==> src/rtl/i2c_wr_master.sv <==
`timescale 1ns/1ps
module i2c_wr_master #(
  parameter int QTR = 4
) (
  input  logic       clk,
  input  logic       rst_n,
  input  logic       reg_we,
  input  logic [1:0] reg_addr,
  input  logic [7:0] reg_wdata,
  output logic [7:0] reg_rdata,
  output logic       irq,
  output logic       scl_oe,
  output logic       sda_oe,
  input  logic       sda_in
);
  localparam int CW = (QTR > 1) ? $clog2(QTR) : 1;
  localparam logic [2:0] S_IDLE = 3'd0, S_STA = 3'd1, S_BIT = 3'd2, S_WAIT = 3'd3, S_STP = 3'd4;

  logic          ie, den, fs, stg;
  logic [7:0]    sadr, txd, sh;
  logic [3:0]    stat;
  logic [2:0]    st;
  logic [CW-1:0] cnt;
  logic [1:0]    q;
  logic [3:0]    bitn;
  logic          is_data, ack_ok, nack_p;

  wire run    = (st == S_STA) || (st == S_BIT) || (st == S_STP);
  wire tick   = (cnt == CW'(QTR - 1));
  wire last_q = run && tick && (q == 2'd3);
  wire ctl_wr = reg_we && (reg_addr == 2'd0);
  wire sts_wr = reg_we && (reg_addr == 2'd3);

  assign scl_oe = (st == S_STA) ? q[1] :
                  (st == S_BIT || st == S_STP) ? ~q[1] : (st == S_WAIT);
  assign sda_oe = (st == S_STA) ? 1'b1 :
                  (st == S_BIT) ? (bitn != 4'd8) && !sh[7] :
                  (st == S_STP) ? (q == 2'd1) || (q == 2'd2) : 1'b0;
  assign irq    = ie && (|stat);

  always_comb begin
    case (reg_addr)
      2'd0:    reg_rdata = {ie, 3'b000, den, 1'b0, fs, stg};
      2'd1:    reg_rdata = sadr;
      2'd2:    reg_rdata = txd;
      default: reg_rdata = {4'b0000, stat};
    endcase
  end

  always_ff @(posedge clk or negedge rst_n) begin
    if (!rst_n) begin
      {ie, den, fs, stg} <= '0;
      sadr <= '0; txd <= '0; sh <= '0; stat <= '0;
      st <= S_IDLE; cnt <= '0; q <= '0; bitn <= '0;
      is_data <= 1'b0; ack_ok <= 1'b0; nack_p <= 1'b0;
    end else begin
      if (ctl_wr) {ie, den, fs, stg} <= {reg_wdata[7], reg_wdata[3], reg_wdata[1], reg_wdata[0]};
      if (reg_we && reg_addr == 2'd1) sadr <= reg_wdata;
      if (reg_we && reg_addr == 2'd2) txd <= reg_wdata;
      if (sts_wr) stat <= stat & reg_wdata[3:0];

      if (run) begin
        if (tick) begin
          cnt <= '0;
          q   <= q + 2'd1;
        end else begin
          cnt <= cnt + 1'b1;
        end
      end else begin
        cnt <= '0;
        q   <= '0;
      end

      case (st)
        S_IDLE:
          if (ctl_wr && reg_wdata[0] && reg_wdata[3]) begin
            st <= S_STA; sh <= sadr; bitn <= '0; is_data <= 1'b0; nack_p <= 1'b0;
          end
        S_STA:
          if (last_q) st <= S_BIT;
        S_BIT: begin
          if (tick && q == 2'd2) ack_ok <= ~sda_in;
          if (last_q) begin
            if (bitn != 4'd8) begin
              sh   <= {sh[6:0], 1'b0};
              bitn <= bitn + 4'd1;
            end else if (!ack_ok) begin
              nack_p <= 1'b1;
              st     <= S_STP;
            end else if (!is_data) begin
              stat[0] <= 1'b1;
              stat[1] <= 1'b1;
              st      <= S_WAIT;
            end else if (fs) begin
              st <= S_STP;
            end else begin
              st <= S_WAIT;
            end
          end
        end
        S_WAIT:
          if (!stat[1]) begin
            sh <= txd; bitn <= '0; is_data <= 1'b1; stat[1] <= 1'b1; st <= S_BIT;
          end
        S_STP:
          if (last_q) begin
            st      <= S_IDLE;
            stat[2] <= 1'b1;
            if (nack_p) stat[3] <= 1'b1;
            fs      <= 1'b0;
          end
        default: st <= S_IDLE;
      endcase
    end
  end
endmodule

==> config.mk <==
export PLATFORM = sky130hd
export DESIGN_NAME = i2c_wr_master
export DESIGN_NICKNAME = d
export VERILOG_FILES = /design/src/rtl/i2c_wr_master.sv
export SDC_FILE = /design/constraint.sdc
export NUM_CORES = 1
export LEC_CHECK = 0
export ABC_AREA = 1
export CAP_MARGIN = 20
export CORE_MARGIN = 5
export CORE_UTILIZATION = 56
export CTS_CLUSTER_DIAMETER = 40
export CTS_CLUSTER_SIZE = 8
export DETAILED_ROUTE_END_ITERATION = 7
export PLACE_DENSITY_LB_ADDON = 0.1
export SKIP_LAST_GASP = 1
export SYNTH_ARGS = -nofsm -noshare
export SYNTH_HDL_FRONTEND = slang
export SYNTH_SLANG_ARGS = --single-unit
==> constraint.sdc <==
create_clock -name clk -period 1.6 [get_ports clk]
set_input_delay 0.32 -clock clk [delete_from_list [all_inputs] [get_ports clk]]
set_output_delay 0.32 -clock clk [all_outputs]
set_load 0.05 [all_outputs]
==> results of run 1 <==
## state kept, by name, summed over array words and instances (netlist names)
register / count
ack_ok: 1
bitn: 4
cnt: 2
den: 1
fs: 1
ie: 1
is_data: 1
nack_p: 1
q: 2
sadr: 8
sh: 8
st: 3
stat: 4
stg: 1
txd: 8
## through the flow
stage,power [mW],instance area (µm²),hold WS [ns]
3_5_place_dp,4.26,3060,0.278
2_1_floorplan,3.32,2450,0.0244
3_3_place_gp,4.21,3060,0.280
6_report,6.15,3530,0.472
5_1_grt,6.55,3530,0.512
4_1_cts,5.21,3230,0.482
## cell type report
cell class | instances | area [µm²] | area share, %
Clock buffer | 5 | 68.8 | 1.95
Clock inverter | 3 | 43.8 | 1.24
Inverter | 39 | 151 | 4.29
Multi-Input combinational cell | 214 | 1280 | 36.4
Sequential cell | 46 | 1150 | 32.7
Tap cell | 52 | 65.1 | 1.85
Timing Repair Buffer | 74 | 761 | 21.6
## repair_timing
item,in CTS,in global routing
buffers inserted,2,18
pin swaps,4,11
setup endpoints to repair,20,29
hold buffers,1,0
endpoints found under the hold margin,17,0
cloned,0,1
resized for setup,13,39
## critical path, stage by stage (launching register included)
cell and delay, ns:
dfrtp_1 0.42, inv_2 0.14, nand3_4 0.09, inv_4 0.08
nand2_4 0.06, o221ai_4 0.18, buf_12 0.17
## worst min path at each step
stage               slack (ns)      end  start  cells after the start
floorplan                 0.02   ack_ok  rst_n                      0
global placement          0.28   cnt[0]  rst_n                      1
detailed placement        0.28   cnt[1]  rst_n                      1
CTS                       0.48  bitn[0]  rst_n                      2
global route              0.51  bitn[0]  rst_n                      2
finish                    0.47  bitn[0]  rst_n                      2
## power by group through the flow
stage | logic, mW | registers [mW] | clock network (mW)
floorplan | 1.71 | 1.61 | 0
global placement | 2.56 | 1.64 | 0
detailed placement | 2.61 | 1.66 | 0
CTS | 2.67 | 1.64 | 0.891
global route | 3.90 | 1.70 | 0.949
finish | 3.61 | 1.67 | 0.879
## synthesized netlist by cell type, drive strengths merged
| cell | number | area, µm² |
|---|---|---|
| a21boi | 1 | 7.51 |
| a21oi | 7 | 38.8 |
| a22o | 5 | 43.8 |
| a22oi | 1 | 7.51 |
| buf | 2 | 20.0 |
| clkbuf | 3 | 11.3 |
| dfrtp | 46 | 1150 |
| ha | 5 | 62.6 |
| inv | 39 | 149 |
| nand2 | 103 | 402 |
| nand3 | 17 | 113 |
| nand4 | 6 | 37.5 |
| nor2 | 14 | 78.8 |
| nor3 | 2 | 10.0 |
| nor4 | 1 | 6.26 |
| o211ai | 6 | 45.0 |
| o21ai | 41 | 228 |
| o221ai | 1 | 8.76 |
| or2 | 1 | 6.26 |
| xnor2 | 1 | 8.76 |
| xor2 | 1 | 8.76 |
## kinds of logic after synthesis
| family | count (synthesis) | share of synthesized area, % |
|---|---|---|
| simple gates | 144 | 26.7 |
| compound gates | 62 | 15.5 |
| flops | 46 | 47.1 |
| buf+inv | 44 | 7.37 |
| fa+ha+maj | 5 | 2.56 |
| xor+xnor | 2 | 0.717 |
## per-layer routing
metal	GRT usage, %	vias up
met2	32.0	56
met5	0	-
met4	8.22	0
li1	-	1148
met1	27.6	1099
met3	4.14	18
==> impl_metrics.yaml, run 1 <==
route:
  dr.first_iter.drc_count: 182
  wl_met3_um: 258
  drt-vias-per-instance: 5.36
  drt_wl_total_um: 6320
  first_pass_iters: 4
  wl_met2_um: 3130
  ant_nets: 0
  drt-wirelength-per-cell_um: 14.6
  vias: 2321
  drc_errors: 0
  topRoutingLayerUsed: "met4"
  wl_met1_um: 2760
critical_path:
  crit_path_end_kind: "output port"
  critPathLaunchType: "flip-flop"
  crit_path_end: "sda_oe"
  cp_data_required_time_ns: 1.28
  r2r_setup_slack_ns: -0.03
  timing.rr.start: "st[2]"
  critPathArrivalTime_ns: 1.45
  critPathLaunch: "st[2]"
  r2r_end: "sh[2]"
  path_max_fanout: 4
  ff2ff_path_depth: 10
  path_class: "reg -> out"
logic_synthesis:
  synth.distinct_cells: 32
  synth_warnings: 0
  avgSynthCellArea_um2: 8.06
  syn_nets: 322
  seq_area_frac_synth_pct: 47.1
  synthCells: 303
  synth-seq-cells: 46
  syn_area_um2: 2440
die:
  boundaryPins: 25
  fp-row-count: 24
  die_y_um: 76.1
  dieArea_um2: 5780
  start_util_pct: 56.9
  core_um2: 4290
  die_w_um: 76.1
power_and_ir_drop:
  swShare_pct: 41.9
  pwr-share-comb_pct: 58.7
  power.internal_mw: 3.58
  clockPowerShare_pct: 14.3
  power.switching_mw: 2.58
  leakage_nw: 1.73
  ir_drop_v: 0.000847
  p_seq_share_pct: 27.1
  p_per_area_nw_per_um2: 1750
sta:
  final-max-slew-violation-count: 0
  tightest_slew_ns: 0.427
  tns_ns: -0.334
  clock.fmax_ghz: 0.566
  layout_min_cycle_time_ns: 1.77
  fin_ws_ns: -0.168
  post-route-period-util_pct: 110
  final-hold-violation-count: 0
  slew_headroom_pct: 71.5
  setup_viol: 5
  clock_skew_ns: 0.00923
  rsz0062_at_grt: "yes"
grt:
  grt_pass1_wl_um: 9760
  gr-total-overflow: 0
  grt_antenna_before_repair: 0
  grt_use_total_pct: 20.4
  grt_start_max_net_pins: 30
  first_global_vias: 2162
clock_network:
  cts_buffer_depth: 2
  cts_buffers: 5
  root_buffer: "clkbuf_8"
  cts_tree: "yes"
  cts_max_level: 2
  clkTransAtPathRegs_ns: 0.09
  clock_latency_ns: 0.31
  cts.sinks: 46
final_layout:
  nFillCells: 252
  fin_util_pct: 82.1
  drive_gt1_share_pct: 33.1
  layout_common_cells: "nand2_1, dfrtp_1, buf_4"
  final_cells: 433
  finalNetCount: 399
  mostFrequentLayoutCell: "nand2_1"
  antenna_cells: 0
  area_delta_synth_final_pct: 44.3
place:
  place_ws_ns: -0.291
  place_hpwl_um: 4220
  dp.cells: 403
  gp_congestion: 0.933
  numPortBuffers: 24
min_path:
  hold_class: "in -> async"
status:
  status: "finished with violations"
  violations: "negative setup slack"
run:
  drv_cap: 0
(Power assumes the default switching activity.)
==> run 2: changes to the inputs <==
--- a/config.mk
+++ b/config.mk
@@ -13,6 +13,7 @@
 export CTS_CLUSTER_SIZE = 8
 export DETAILED_ROUTE_END_ITERATION = 7
 export PLACE_DENSITY_LB_ADDON = 0.1
+export RECOVER_POWER = 50
 export SKIP_LAST_GASP = 1
 export SYNTH_ARGS = -nofsm -noshare
 export SYNTH_HDL_FRONTEND = slang
==> run 2 against run 1 <==
Utilization about the same. The flow still finishes with violations (negative setup slack). Critical endpoint unchanged. Critical path type unchanged. Setup slack is the same. Die area stayed put. Largest power group unchanged. Register-to-register slack about the same.
==> impl_metrics.yaml, run 2 (synthesis results as in run 1) <==
route:
  ant_nets: 0
  drt_wl_total_um: 6320
  drc_errors: 0
  drt-vias-per-instance: 5.36
  first_pass_iters: 4
  drt-wirelength-per-cell_um: 14.6
  vias: 2321
  dr.first_iter.drc_count: 182
power_and_ir_drop:
  ir_drop_v: 0.000847
  swShare_pct: 41.9
  power.switching_mw: 2.58
  pwr-share-comb_pct: 58.7
  clockPowerShare_pct: 14.3
  p_seq_share_pct: 27.1
  power.internal_mw: 3.58
  leakage_nw: 1.73
  p_per_area_nw_per_um2: 1750
grt:
  gr-total-overflow: 0
  gr-usage-met1_pct: 27.6
  grt_pass1_wl_um: 9760
  grt_start_max_net_pins: 30
  top_usage_layer: "met2"
  grt_antenna_before_repair: 0
  met2_usage_pct: 32.0
  grt_use_total_pct: 20.4
  first_global_vias: 2162
  gr-usage-met3_pct: 4.14
clock_network:
  cts.sinks: 46
  cts_buffers: 5
  root_buffer: "clkbuf_8"
  clock_latency_ns: 0.31
  cts_tree: "yes"
  cts_buffer_depth: 2
  cts_max_level: 2
  clkTransAtPathRegs_ns: 0.09
place:
  numPortBuffers: 24
  place_ws_ns: -0.291
  gp_congestion: 0.933
  placed_area_um2: 3060
  place_hpwl_um: 4220
sta:
  tightest_slew_ns: 1.02
  slew_headroom_pct: 31.9
  fin_ws_ns: -0.168
  timing.hold.ws_ns: 0.504
  clock.fmax_ghz: 0.566
  rsz0062_at_grt: "yes"
  final-max-slew-violation-count: 0
  clock_skew_ns: 0.00923
  setup_viol: 5
  tns_ns: -0.334
  final-hold-violation-count: 0
  layout_min_cycle_time_ns: 1.77
  post-route-period-util_pct: 110
critical_path:
  r2r_end: "sh[2]"
  path_max_fanout: 4
  path_class: "reg -> out"
  cp_data_required_time_ns: 1.28
  r2r_setup_slack_ns: -0.03
  crit_path_end_kind: "output port"
  critPathLaunchType: "flip-flop"
  timing.rr.start: "st[2]"
  critPathArrivalTime_ns: 1.45
  ff2ff_path_depth: 10
final_layout:
  antenna_cells: 0
  layout_common_cells: "nand2_1, dfrtp_1, buf_4"
  finalNetCount: 399
  regArea_um2: 1150
  drive_gt1_share_pct: 32.8
  mostFrequentLayoutCell: "nand2_1"
  reg_top3: "sadr x8, sh x8, txd x8"
  nFillCells: 253
  fin_util_pct: 82.1
  postLayoutCellArea_um2: 3520
  multiInputGateArea_um2: 1280
  area_delta_synth_final_pct: 44.2
die:
  die_w_um: 76.1
  fp-row-count: 24
  start_util_pct: 56.9
  die_y_um: 76.1
  boundaryPins: 25
  dieArea_um2: 5780
  core_um2: 4290
status:
  violations: "negative setup slack"
  status: "finished with violations"
min_path:
  min_path_cells: 1
  holdPathEnd: "q[0]"
  hp-start: "q[0]"
  hold_class: "reg -> reg"
run:
  drv_cap: 0
run 2: worst max-delay path: stages, from the launching register on:
cell,delay (ns)
dfrtp_1,0.42
inv_2,0.14
nand3_4,0.09
inv_4,0.08
nand2_4,0.06
o221ai_4,0.18
buf_12,0.17
run 2: how the worst max path moves through the flow:
stage / from / end / slack (ns)
floorplan: bitn[0] / sda_oe / -0.02
global placement: reg_addr[1] / reg_rdata[0] / -0.26
detailed placement: reg_addr[0] / sh[3] / -0.29
CTS: bitn[0] / sda_oe / -0.23
global route: bitn[1] / sda_oe / -0.23
finish: st[2] / sda_oe / -0.17
run 2: repair_timing:
item,in CTS,in global routing
hold buffers,1,0
buffers inserted,2,18
pin swaps,4,11
cloned,0,1
gates resized for setup,13,39
hold endpoints to repair,17,0
endpoints found under the setup margin,20,29
run 2: area by class of cell:
class                   instances  share of cell area (%)
clock buffers                   5                    1.95
clock inverters                 3                    1.24
inverters                      39                    4.30
multi-input cells             214                    36.4
flip-flops and latches         46                    32.7
well taps                      52                    1.85
repair buffers                 74                    21.5
run 2: per-layer routing:
metal / up-vias / routed length [µm]
met5: - / 0
met4: 0 / 168
met3: 18 / 258
met2: 56 / 3130
met1: 1099 / 2760
li1: 1148 / -
run 2: through the flow:
| step | cells | total power [mW] |
|---|---|---|
| 2_1_floorplan | 303 | 3.32 |
| 3_3_place_gp | 403 | 4.21 |
| 3_5_place_dp | 403 | 4.26 |
| 4_1_cts | 414 | 5.21 |
| 5_1_grt | 433 | 6.55 |
| 6_report | 433 | 6.15 |
run 2: power by group through the flow:
stage          Combinational, mW  Sequential, mW  Clock [mW]
5_1_grt                     3.90            1.70       0.949
4_1_cts                     2.67            1.64       0.891
3_5_place_dp                2.61            1.66           0
2_1_floorplan               1.71            1.61           0
3_3_place_gp                2.56            1.64           0
6_report                    3.61            1.67       0.879
==> run 3: changes to the inputs <==
--- a/config.mk
+++ b/config.mk
@@ -8,7 +8,7 @@
 export ABC_AREA = 1
 export CAP_MARGIN = 20
 export CORE_MARGIN = 5
-export CORE_UTILIZATION = 56
+export CORE_UTILIZATION = 45
 export CTS_CLUSTER_DIAMETER = 40
 export CTS_CLUSTER_SIZE = 8
 export DETAILED_ROUTE_END_ITERATION = 7
==> constraint.sdc (replaced) <==
create_clock -name clk -period 1.5 [get_ports clk]
set_input_delay 0.3 -clock clk [delete_from_list [all_inputs] [get_ports clk]]
set_output_delay 0.3 -clock clk [all_outputs]
set_load 0.05 [all_outputs]
==> run 3 against run 2 <==
The run still ends with negative setup slack left. Utilization down 5.7 points. Worst hold slack worse by 0.0085 ns. Register-to-register slack worse by 0.15 ns. Sequential power up 5%. Non-clock buffer count up 18. Clock power up 9.4%. Sequential share of layout area down 3.7 points. Count of clock-buffer cells in the layout unchanged.
==> impl_metrics.yaml, run 3 (synthesis results as in run 1) <==
clock_network:
  root_buffer: "clkbuf_8"
  cts.sinks: 46
  cts_tree: "yes"
  clock_latency_ns: 0.30
  clkTransAtPathRegs_ns: 0.10
  cts_max_level: 2
  cts_buffer_depth: 2
  cts_buffers: 5
sta:
  tightest_slew_ns: 0.650
  layout_min_cycle_time_ns: 1.80
  final-hold-violation-count: 0
  post-route-period-util_pct: 120
  slew_headroom_pct: 56.7
  clock_skew_ns: 0.00811
  final-max-slew-violation-count: 0
  setup_viol: 19
  rsz0062_at_grt: "yes"
  clock.fmax_ghz: 0.555
  fin_ws_ns: -0.303
grt:
  grt_pass1_wl_um: 11300
  first_global_vias: 2324
  grt_antenna_before_repair: 0
  grt_use_total_pct: 19.8
  gr-total-overflow: 0
  grt_start_max_net_pins: 47
route:
  vias: 2453
  drt-wirelength-per-cell_um: 16.2
  drt-vias-per-instance: 5.24
  drc_errors: 0
  dr.first_iter.drc_count: 240
  ant_nets: 0
  drt_wl_total_um: 7560
  first_pass_iters: 5
die:
  boundaryPins: 25
  die_y_um: 83.7
  start_util_pct: 46.9
  dieArea_um2: 7000
  fp-row-count: 26
  die_w_um: 83.7
  core_um2: 5200
final_layout:
  nFillCells: 351
  drive_gt1_share_pct: 43.2
  mostFrequentLayoutCell: "nand2_1"
  reg_top3: "sadr x8, sh x8, txd x8"
  postLayoutCellArea_um2: 3980
  area_delta_synth_final_pct: 62.8
  regArea_um2: 1150
  layout_common_cells: "nand2_1, dfrtp_1, buf_4"
  multiInputGateArea_um2: 1480
  antenna_cells: 0
  finalNetCount: 416
min_path:
  holdPathEnd: "den"
  hold_class: "reg -> reg"
  min_path_cells: 2
  hp-start: "den"
critical_path:
  critPathSlowestCell: "dfrtp_1"
  path_delay_family: "flip-flops"
  critPathArrivalTime_ns: 1.50
  timing.rr.start: "st[2]"
  cp_data_required_time_ns: 1.20
  r2r_setup_slack_ns: -0.18
  r2r_end: "sh[3]"
  ff2ff_path_depth: 11
  crit_path_end_kind: "output port"
  path_max_fanout: 2
  cp_num_buf_inv: 2
  critPathLaunchType: "flip-flop"
  cpPeakStageDelay_ns: 0.42
  path_class: "reg -> out"
  cp_cell_sequence: "buf_6 -> ha_4 -> o221ai_4 -> buf_12"
place:
  placed_area_um2: 3220
  gp_congestion: 0.844
  place_ws_ns: -0.391
  numPortBuffers: 24
  place_hpwl_um: 4310
power_and_ir_drop:
  p_per_area_nw_per_um2: 1890
  power.internal_mw: 4.27
  pwr-share-comb_pct: 63.7
  leakage_nw: 1.95
  p_seq_share_pct: 23.5
  power.switching_mw: 3.25
  clockPowerShare_pct: 12.8
  p_total_mw: 7.52
  ir_drop_v: 0.000974
  swShare_pct: 43.2
status:
  violations: "negative setup slack"
  status: "finished with violations"
run:
  drv_cap: 0
run 3: per-stage QoR:
step	std cells	hold WS [ns]	TNS [ns]	util [%]
floorplan	303	0.00441	0	-
global placement	432	0.300	-10.42	61.8
detailed placement	432	0.305	-11.79	61.8
CTS	456	0.486	-1.56	69.9
global route	468	0.528	-4.03	76.4
finish	468	0.496	-2.82	76.4
run 3: worst max-delay path by stage:
stage                           start      endpoint  slack (ns)  cells past startpoint
after floorplan                 st[1]        scl_oe        0.02                      3
after global placement    reg_addr[1]  reg_rdata[3]       -0.36                      7
after detailed placement  reg_addr[1]  reg_rdata[3]       -0.39                      7
after CTS                        q[1]        sda_oe       -0.24                      4
after global routing             q[1]        sda_oe       -0.33                      4
final                            q[1]        sda_oe       -0.30                      4
run 3: final cells by class:
type / instances / share of cell area (%)
clock buffer: 5 / 1.73
clock inverter: 3 / 1.10
inverter: 39 / 3.93
multi-input combinational: 213 / 37.3
sequential: 46 / 29.0
tap: 70 / 2.20
timing repair buffer: 92 / 24.8
run 3: power by group through the flow:
stage | logic [mW] | clock network (mW) | registers, mW
2_1_floorplan | 1.87 | 0 | 1.73
3_3_place_gp | 3.00 | 0 | 1.75
3_5_place_dp | 3.03 | 0 | 1.75
4_1_cts | 3.72 | 0.972 | 1.75
5_1_grt | 5.12 | 1.02 | 1.80
6_report | 4.79 | 0.962 | 1.76
run 3: per-layer routing:
| layer | wire (µm) | vias to the layer above | global-route usage [%] | share of wire [%] |
|---|---|---|---|---|
| met5 | 0 | - | 0 | 0 |
| met4 | 196 | 0 | 5.99 | 2.6 |
| met3 | 325 | 17 | 3.65 | 4.3 |
| met2 | 3880 | 77 | 32.5 | 51 |
| met1 | 3160 | 1179 | 26.4 | 42 |
| li1 | - | 1180 | - | - |
run 3: what timing repair did:
| item | CTS | global route |
|---|---|---|
| hold buffers | 1 | 0 |
| gates resized for setup | 43 | 79 |
| pin swaps | 12 | 30 |
| endpoints found under the setup margin | 29 | 36 |
| buffers inserted | 15 | 14 |
| hold endpoints to repair | 46 | 0 |
| gates cloned | 0 | 0 |
run 3: worst register-to-register path, delay by kind of cell (launching register included):
| family | cells | cell delay [ns] |
|---|---|---|
| AOI/OAI and AO/OA | 2 | 0.28 |
| buffers and inverters | 5 | 0.53 |
| and+or+nand+nor | 4 | 0.36 |
| DFF | 1 | 0.43 |
